### src/rtl/rxr_pkg.sv
package rxr_pkg;
  localparam int SAMPLE_W = 16;
  localparam int CFG_W    = 32;
  localparam int SEL_W    = 2;
  localparam int CNT_W    = 3;

  // number of complex channels from the count field; illegal codes give 1
  function automatic logic [3:0] chan_count(input logic [CNT_W-1:0] f);
    case (f)
      3'd1, 3'd2, 3'd4: chan_count = {1'b0, f};
      default:          chan_count = 4'd1;
    endcase
  endfunction

  // words per group: two per complex channel
  function automatic logic [3:0] group_words(input logic [CNT_W-1:0] f);
    group_words = chan_count(f) << 1;
  endfunction

  function automatic logic [SEL_W-1:0] i_field(input logic [CFG_W-1:0] w, input int c);
    i_field = w[4*c+4 +: SEL_W];
  endfunction

  function automatic logic [SEL_W-1:0] q_field(input logic [CFG_W-1:0] w, input int c);
    q_field = w[4*c+6 +: SEL_W];
  endfunction

  function automatic logic zero_flag(input logic [CFG_W-1:0] w);
    zero_flag = w[3];
  endfunction
endpackage

### src/rtl/rxr_cfg_hold.sv
module rxr_cfg_hold #(
  parameter int CFG_W = 32
) (
  input  logic             clk,
  input  logic             rst_n,
  input  logic             load,
  input  logic [CFG_W-1:0] cfg_in,
  output logic [CFG_W-1:0] cfg_active
);
  always_ff @(posedge clk) begin
    if (!rst_n) cfg_active <= '0;
    else if (load) cfg_active <= cfg_in;
  end


  cfg_hold_chk: assert property (@(posedge clk) disable iff (!rst_n)
    !load |=> $stable(cfg_active));
endmodule

### src/rtl/rxr_route.sv
module rxr_route
  import rxr_pkg::*;
#(
  parameter int SW   = 16,
  parameter int NCH  = 4,
  parameter int NSRC = 4
) (
  input  logic              clk,
  input  logic              rst_n,
  input  logic              adc_strobe,
  input  logic [NSRC*SW-1:0] adc_data,
  input  logic [CFG_W-1:0]  cfg,
  output logic [NCH*SW-1:0] ddc_i,
  output logic [NCH*SW-1:0] ddc_q,
  output logic              ddc_valid
);
  logic [SW-1:0] src    [NSRC];
  logic [SW-1:0] pick_i [NCH];
  logic [SW-1:0] pick_q [NCH];
  logic          q_zero;
  logic          unused_cfg;

  assign unused_cfg = ^{cfg[CFG_W-1:20], cfg[2:0]};
  assign q_zero     = zero_flag(cfg);

  for (genvar k = 0; k < NSRC; k++) begin : g_src
    assign src[k] = adc_data[k*SW +: SW];
  end

  always_comb begin
    for (int c = 0; c < NCH; c++) begin
      pick_i[c] = src[i_field(cfg, c)];
      pick_q[c] = q_zero ? '0 : src[q_field(cfg, c)];
    end
  end

  always_ff @(posedge clk) begin
    if (!rst_n) begin
      ddc_i     <= '0;
      ddc_q     <= '0;
      ddc_valid <= 1'b0;
    end else begin
      ddc_valid <= adc_strobe;
      if (adc_strobe) begin
        for (int c = 0; c < NCH; c++) begin
          ddc_i[c*SW +: SW] <= pick_i[c];
          ddc_q[c*SW +: SW] <= pick_q[c];
        end
      end
    end
  end


  zero_q_chk: assert property (@(posedge clk) disable iff (!rst_n)
    (adc_strobe && q_zero) |=> (ddc_q == '0));


  route_hold_chk: assert property (@(posedge clk) disable iff (!rst_n)
    !adc_strobe |=> ($stable(ddc_i) && $stable(ddc_q) && !ddc_valid));
endmodule

### src/rtl/rxr_interleave.sv
module rxr_interleave #(
  parameter int SW  = 16,
  parameter int NCH = 4
) (
  input  logic              clk,
  input  logic              rst_n,
  input  logic              res_strobe,
  input  logic [NCH*SW-1:0] res_i,
  input  logic [NCH*SW-1:0] res_q,
  input  logic [3:0]        words_req,
  output logic              accept,
  output logic              out_valid,
  output logic [SW-1:0]     out_data
);
  localparam int NW = 2 * NCH;
  localparam int IW = $clog2(NW);

  logic [SW-1:0] wbuf [NW];
  logic [IW-1:0] idx;
  logic [IW:0]   total;
  logic          busy;
  logic          last_word;

  assign last_word = busy && ({1'b0, idx} == total - 1'b1);
  assign accept    = res_strobe && (!busy || last_word);
  assign out_valid = busy;
  assign out_data  = busy ? wbuf[idx] : '0;

  always_ff @(posedge clk) begin
    if (!rst_n) begin
      busy  <= 1'b0;
      idx   <= '0;
      total <= '0;
      for (int w = 0; w < NW; w++) wbuf[w] <= '0;
    end else if (accept) begin
      busy  <= 1'b1;
      idx   <= '0;
      total <= words_req[IW:0];
      for (int c = 0; c < NCH; c++) begin
        wbuf[2*c]   <= res_i[c*SW +: SW];
        wbuf[2*c+1] <= res_q[c*SW +: SW];
      end
    end else if (busy) begin
      if (last_word) busy <= 1'b0;
      else           idx  <= idx + 1'b1;
    end
  end


  idx_range_chk: assert property (@(posedge clk) disable iff (!rst_n)
    busy |-> ({1'b0, idx} < total));


  group_len_chk: assert property (@(posedge clk) disable iff (!rst_n)
    busy |-> ($countones(total) == 1 && total >= 2));


  ignore_busy_chk: assert property (@(posedge clk) disable iff (!rst_n)
    (busy && !last_word && res_strobe) |=> (busy && idx == $past(idx) + 1'b1));


  chain_chk: assert property (@(posedge clk) disable iff (!rst_n)
    (last_word && res_strobe) |=> (busy && idx == '0));
endmodule

### src/rtl/rx_route_mux.sv
module rx_route_mux
  import rxr_pkg::*;
#(
  parameter int SW   = 16,
  parameter int NCH  = 4,
  parameter int NSRC = 4
) (
  input  logic               clk,
  input  logic               rst_n,
  input  logic [31:0]        cfg_word,
  input  logic               adc_strobe,
  input  logic [NSRC*SW-1:0] adc_data,
  input  logic               res_strobe,
  input  logic [NCH*SW-1:0]  res_i,
  input  logic [NCH*SW-1:0]  res_q,
  output logic [NCH*SW-1:0]  ddc_i,
  output logic [NCH*SW-1:0]  ddc_q,
  output logic               ddc_valid,
  output logic               out_valid,
  output logic [SW-1:0]      out_data
);
  logic             grp_accept;
  logic [CFG_W-1:0] cfg_active;
  logic [3:0]       words_req;

  assign words_req = group_words(cfg_word[CNT_W-1:0]);

  rxr_cfg_hold #(.CFG_W(CFG_W)) u_cfg (
    .clk(clk), .rst_n(rst_n), .load(grp_accept),
    .cfg_in(cfg_word), .cfg_active(cfg_active)
  );

  rxr_route #(.SW(SW), .NCH(NCH), .NSRC(NSRC)) u_route (
    .clk(clk), .rst_n(rst_n), .adc_strobe(adc_strobe), .adc_data(adc_data),
    .cfg(cfg_active), .ddc_i(ddc_i), .ddc_q(ddc_q), .ddc_valid(ddc_valid)
  );

  rxr_interleave #(.SW(SW), .NCH(NCH)) u_ilv (
    .clk(clk), .rst_n(rst_n), .res_strobe(res_strobe), .res_i(res_i),
    .res_q(res_q), .words_req(words_req), .accept(grp_accept),
    .out_valid(out_valid), .out_data(out_data)
  );
endmodule

### config.mk
export PLATFORM = sky130hd
export DESIGN_NAME = rx_route_mux
export DESIGN_NICKNAME = d
export VERILOG_FILES = /design/src/rtl/rxr_pkg.sv /design/src/rtl/rxr_cfg_hold.sv /design/src/rtl/rxr_route.sv /design/src/rtl/rxr_interleave.sv /design/src/rtl/rx_route_mux.sv
export SDC_FILE = /design/constraint.sdc
export NUM_CORES = 1
export LEC_CHECK = 0
export BUFFER_PORTS_ARGS = -buffer_cell sky130_fd_sc_hd__buf_2
export CAP_MARGIN = 10
export CORE_ASPECT_RATIO = 0.75
export CORE_MARGIN = 4
export CORE_UTILIZATION = 58
export DETAILED_ROUTE_END_ITERATION = 6
export PLACE_DENSITY_LB_ADDON = 0.25
export SYNTH_ARGS = -nofsm -noshare
export SYNTH_HDL_FRONTEND = slang
export SYNTH_SLANG_ARGS = --single-unit
### constraint.sdc
create_clock -name clk -period 13.6 [get_ports clk]
set_clock_uncertainty 0.15 [all_clocks]
set_input_delay 0.68 -clock clk [delete_from_list [all_inputs] [get_ports clk]]
set_output_delay 0.68 -clock clk [all_outputs]
set_load 0.005 [all_outputs]
# Word level (Yosys, flattened, before mapping)
# Memories as Yosys holds them, arrays and structs flattened. A register that Yosys moved wholly into a read port is not among the register bits.
# Index checks and enable logic that the tools add are counted.
[word_totals] ff_bits=156 ramBits=128 input_bits=228 output_inout_bits=146 memories=1
[op_classes] add_sub_neg=2 magnitude_cmp=8 eq_ne=4 mux=47 bitwise=18 reduce_logical=7
[memory_table] name="u_ilv.wbuf" depth=8 width=16 rd=1 rd_clocked_by_memory_dff=1 wr=8 line_no="rxr_interleave.sv:18" rtl="logic [SW-1:0] wbuf [NW];"
[ops] cell="16-bit two-way mux" count=29
[ops] cell="16-bit binary-select mux with 2-bit select" count=8
[ops] cell="3-bit greater-or-equal comparator, second input constant" count=8
[ops] cell="2-bit NOT with 3-bit output" count=8
[ops] cell="3-bit two-way mux" count=3
[ops] cell="1-bit OR" count=8
[ops] cell="1-bit two-way mux" count=7
[ops] cell="3-bit by 4-bit == test with 1-bit output" count=1
[ops] cell="4-bit by 1-bit subtractor with 4-bit output, second input constant" count=1
[ops] cell="3-bit by 1-bit adder with 3-bit output, second input constant" count=1
[ops] cell="3-bit by 1-bit == test with 1-bit output, second input constant" count=1
[ops] cell="3-bit by 2-bit == test with 1-bit output, second input constant" count=1
[ops] cell="3-bit == test, second input constant" count=1
[ops] cell="3-bit OR reduction" count=1
[ops] cell="1-bit logical AND" count=2
[ops] cell="1-bit NOT" count=2
[ops] cell="2-bit AND reduction" count=1
[ops] cell="2-bit OR reduction" count=1
[ops] cell="1-bit zero test" count=1
[ops] cell="1-bit logical OR" count=1

# Longest topological paths before layout
[logic_depth] ltp_word=9 depth_mapped=8

# Modules after synthesis
# A second synthesis with hierarchy kept.
[unflattened] hier_cells=1101 hier_area_um2=15030.7
[modules_own_cells] module="rxr_route" n_inst=1 cells_per_inst=594 area_per_inst_um2=7473.4 seq_area_each_um2=2582.5
[modules_own_cells] module="rxr_interleave" n_inst=1 cells_per_inst=399 area_per_inst_um2=6279.8 seq_area_each_um2=4063.9
[modules_own_cells] module="rxr_cfg_hold" n_inst=1 cells_per_inst=103 area_per_inst_um2=1243.7 seq_area_each_um2=640.6
[modules_own_cells] module="rx_route_mux" n_inst=1 cells_per_inst=5 area_per_inst_um2=33.8 seq_area_each_um2=0.0

# Worst setup path before layout
# Ideal clock, no wire load.
[synth_path] kind="register to register" startpoint="register u_ilv.total[1]" endpoint="memory u_ilv.wbuf[0][0], enable pin" setup_ps=481 t_arrival_ps=3984 t_required_ps=12969 slack_ps=8985 stages_incl_launch_ff=8 path_cell_list="dfxtp_1 inv_1 ha_1 xor2_1 a41oi_2 o21a_1 buf_2 inv_1"
[synth_lines] element="start: declaration" line_no="rxr_interleave.sv:20" rtl="logic [IW:0] total;"
[synth_lines] element="start signal: assignment" line_no="rxr_interleave.sv:38" rtl="total <= words_req[IW:0];"
[synth_lines] element="end: declaration" line_no="rxr_interleave.sv:18"

==> impl_metrics.py <==
metrics = {
    "sta": {
        "fin_crit_sh_pct": 30.7,
        "worst_pin_slew_ps": 1130,
        "hold_viol": 0,
        "slew_viol_final": 0,
        "slew_headroom_pct": 24.7,
        "layout_setup_ws_ps": 9420,
        "finalSetupTns_ps": 0,
        "final.min_clock_period_ps": 4180,
        "finalSetupViolations": 0,
        "fmax_ghz": 0.239,
        "rsz0062_at_grt": "false",
    },
    "placed_design": {
        "placed_area_mm2": 0.0165,
        "place_congestion": 0.948,
        "dpl.hpwl_mm": 29.2,
        "io_buffer_count": 361,
        "place_ws_ps": 9460,
    },
    "worst_setup_path": {
        "end_kind": "register",
        "cp_max_fo": 78,
        "crit_chain": "clkinv_1 > a41oi_2 > o21a_1 > inv_4 > buf_4",
        "crit_arrival_ps": 4180,
        "worst_path_largest_cell_delay_ps": 840,
        "cp.required_ps": 13600,
        "crit_slowest_cell": "o21a_1",
        "worst_setup_path_start_kind": "register",
        "path_buf_inv": 3,
        "crit_type": "register to register",
        "crit_family": "buffers and inverters",
    },
    "clocking": {
        "clock_path_buffers": 3,
        "clkLatencyLatePin_ps": 540,
        "cts.sinks": 284,
        "postCtsSetupRepairBufs": 0,
        "cts_resized": 0,
        "htreeDepth": 1,
        "cts_hold_buf": 0,
        "cts_buffers": 28,
        "path_clk_slew_ps": 70,
        "cts_tree": "built",
        "root_buffer": "clkbuf_16",
    },
    "run_status": {
        "outcome": "completed",
    },
    "grt": {
        "use_met2_pct": 41.1,
        "busiest_layer": "met1",
        "first_global_vias": 10151,
        "use_met1_pct": 45.3,
        "globalRouteOverflowTotal": 0,
        "antenna_found_initial": 19,
        "grt_pass1_wl_mm": 62.2,
        "grt_max_degree": 100,
        "track_usage_pct": 29.5,
        "grt_util_met3_pct": 7.94,
    },
    "logic_synthesis": {
        "synthTopCellsByArea": "edfxtp_1 (26%), mux4_2 (25%), dfxtp_1 (21%)",
        "async_flop_share_pct": 0,
        "synthesis.nets": 1300,
        "syn_avg_cell_area_um2": 13.6,
        "yosysTopAreaCell": "edfxtp_1",
        "ys_seq_area_share_pct": 47.8,
        "synth-seq-cells": 284,
        "synth_commonest_cells": "nor2b_1 (195), mux4_2 (160), dfxtp_1 (156)",
        "yosysWarningCount": 0,
        "synth.cell_area_mm2": 0.0146,
        "synth_edf_count": 128,
        "yosysMostFrequentCell": "nor2b_1",
        "synthDistinctLibCells": 30,
        "synth_ff_type": "dfxtp_1",
        "netlist.area_leader.share_pct": 26.3,
        "synthCells": 1070,
    },
    "final_layout": {
        "area_growth_pct": 20.0,
        "nets": 1609,
        "register_area_mm2": 0.00697,
        "fillers": 1700,
        "layout-drive-gt1-share_pct": 41.4,
        "final_area_mm2": 0.0175,
        "multiInputGateArea_mm2": 0.00718,
    },
    "power": {
        "powerDensity_mw_per_mm2": 121,
        "ir_worst_vdd_uv": 110,
        "leakage_nw": 7.05,
    },
    "drt": {
        "routed_wl_mm": 42.1,
        "drc": 0,
        "postRouteAntennaNets": 0,
        "drt-initial-drc-count": 934,
        "vias_per_cell": 5.90,
        "drt-pass1-iter-count": 5,
        "wire_per_inst_um": 24.0,
        "dr_total_vias": 10340,
    },
    "floorplanning": {
        "num_io_pins": 374,
        "die_w_um": 191,
        "row_count": 49,
        "core_area_mm2": 0.0243,
        "die_h_um": 145,
        "start_util_pct": 59.9,
        "design.die.area_mm2": 0.0278,
    },
    "hold_path": {
        "hold_class": "input pin to register",
    },
    "run": {
        "cap_violations": 0,
    },
}
==> metal layers <==
metal	vias to the layer above	part of all wire [%]
li1	4621	-
met1	5040	42
met2	598	43
met3	81	12
met4	0	3.5
met5	-	0
==> final cells by class <==
type	instances	area share (%)
Antenna cell	22	0.315
Clock buffer	34	4.25
Timing Repair Buffer	374	11.1
Inverter	5	0.122
Clock inverter	17	1.02
Tap cell	331	2.37
Sequential cell	284	39.8
Multi-Input combinational cell	686	41.0
==> cell usage in the layout, fill, tap and decap left out, drive strengths merged, types with 2 or more instances in the layout <==
| master | count |
|---|---|
| o21a | 2 |
| clkinvlp | 4 |
| o211a | 2 |
| mux2i | 80 |
| nand3 | 2 |
| nor2b | 195 |
| o21ai | 2 |
| clkinv | 10 |
| nor2 | 17 |
| ha | 2 |
| a22o | 19 |
| bufinv | 4 |
| diode | 22 |
| and2 | 129 |
| edfxtp | 128 |
| buf | 374 |
| xor2 | 3 |
| clkbuf | 34 |
| dfxtp | 156 |
| inv | 4 |
| nor3b | 2 |
| mux4 | 160 |
| a21oi | 64 |
==> power breakdown <==
part | leakage (nW) | switching, mW | internal [mW]
sequential | 2.66 | 0.0434 | 0.958
clock | 0.441 | 0.326 | 0.462
combinational | 3.95 | 0.156 | 0.173
total | 7.05 | 0.525 | 1.59
==> cells by family after synthesis <==
group	after synthesis	synth area share (%)
AO/OA/AOI/OAI	92	3.88
XOR/XNOR	4	0.240
adder cells (fa/ha/maj)	2	0.171
buffers and inverters	100	3.07
flip-flops	284	47.8
multiplexers	240	30.2
AND/OR/NAND/NOR	348	14.7
==> state kept, by name (all words and copies together), names as in the netlist, named ones only <==
register	flops
u_cfg.cfg_active	17
u_route.ddc_valid	1
u_ilv.total	3
u_route.ddc_q	64
u_route.ddc_i	64
u_ilv.wbuf	128
u_ilv.out_valid	1
u_ilv.idx	3
==> final timing paths <==
path | to | from | slack [ps] | depth (start not counted)
setup reg to reg | u_ilv.wbuf[1][2] | u_ilv.out_valid | 9420 | 5
setup / recovery | u_ilv.wbuf[1][2] | u_ilv.out_valid | 9420 | 5
hold / removal | u_cfg.cfg_active[13] | cfg_word[13] | 220 | 2
hold reg to reg | u_cfg.cfg_active[18] | u_cfg.cfg_active[18] | 330 | 1
==> stage by stage <==
stage	power [mW]	std cells	hold slack, ps	util (%)
final	2.12	1753	216	71.9
after CTS	2.12	1729	196	71.5
after global routing	2.20	1752	198	71.9
after global placement	1.33	1678	316	67.7
after floorplan	1.21	1070	299	-
after detailed placement	1.34	1678	319	67.7
(Power assumes the default switching activity.)
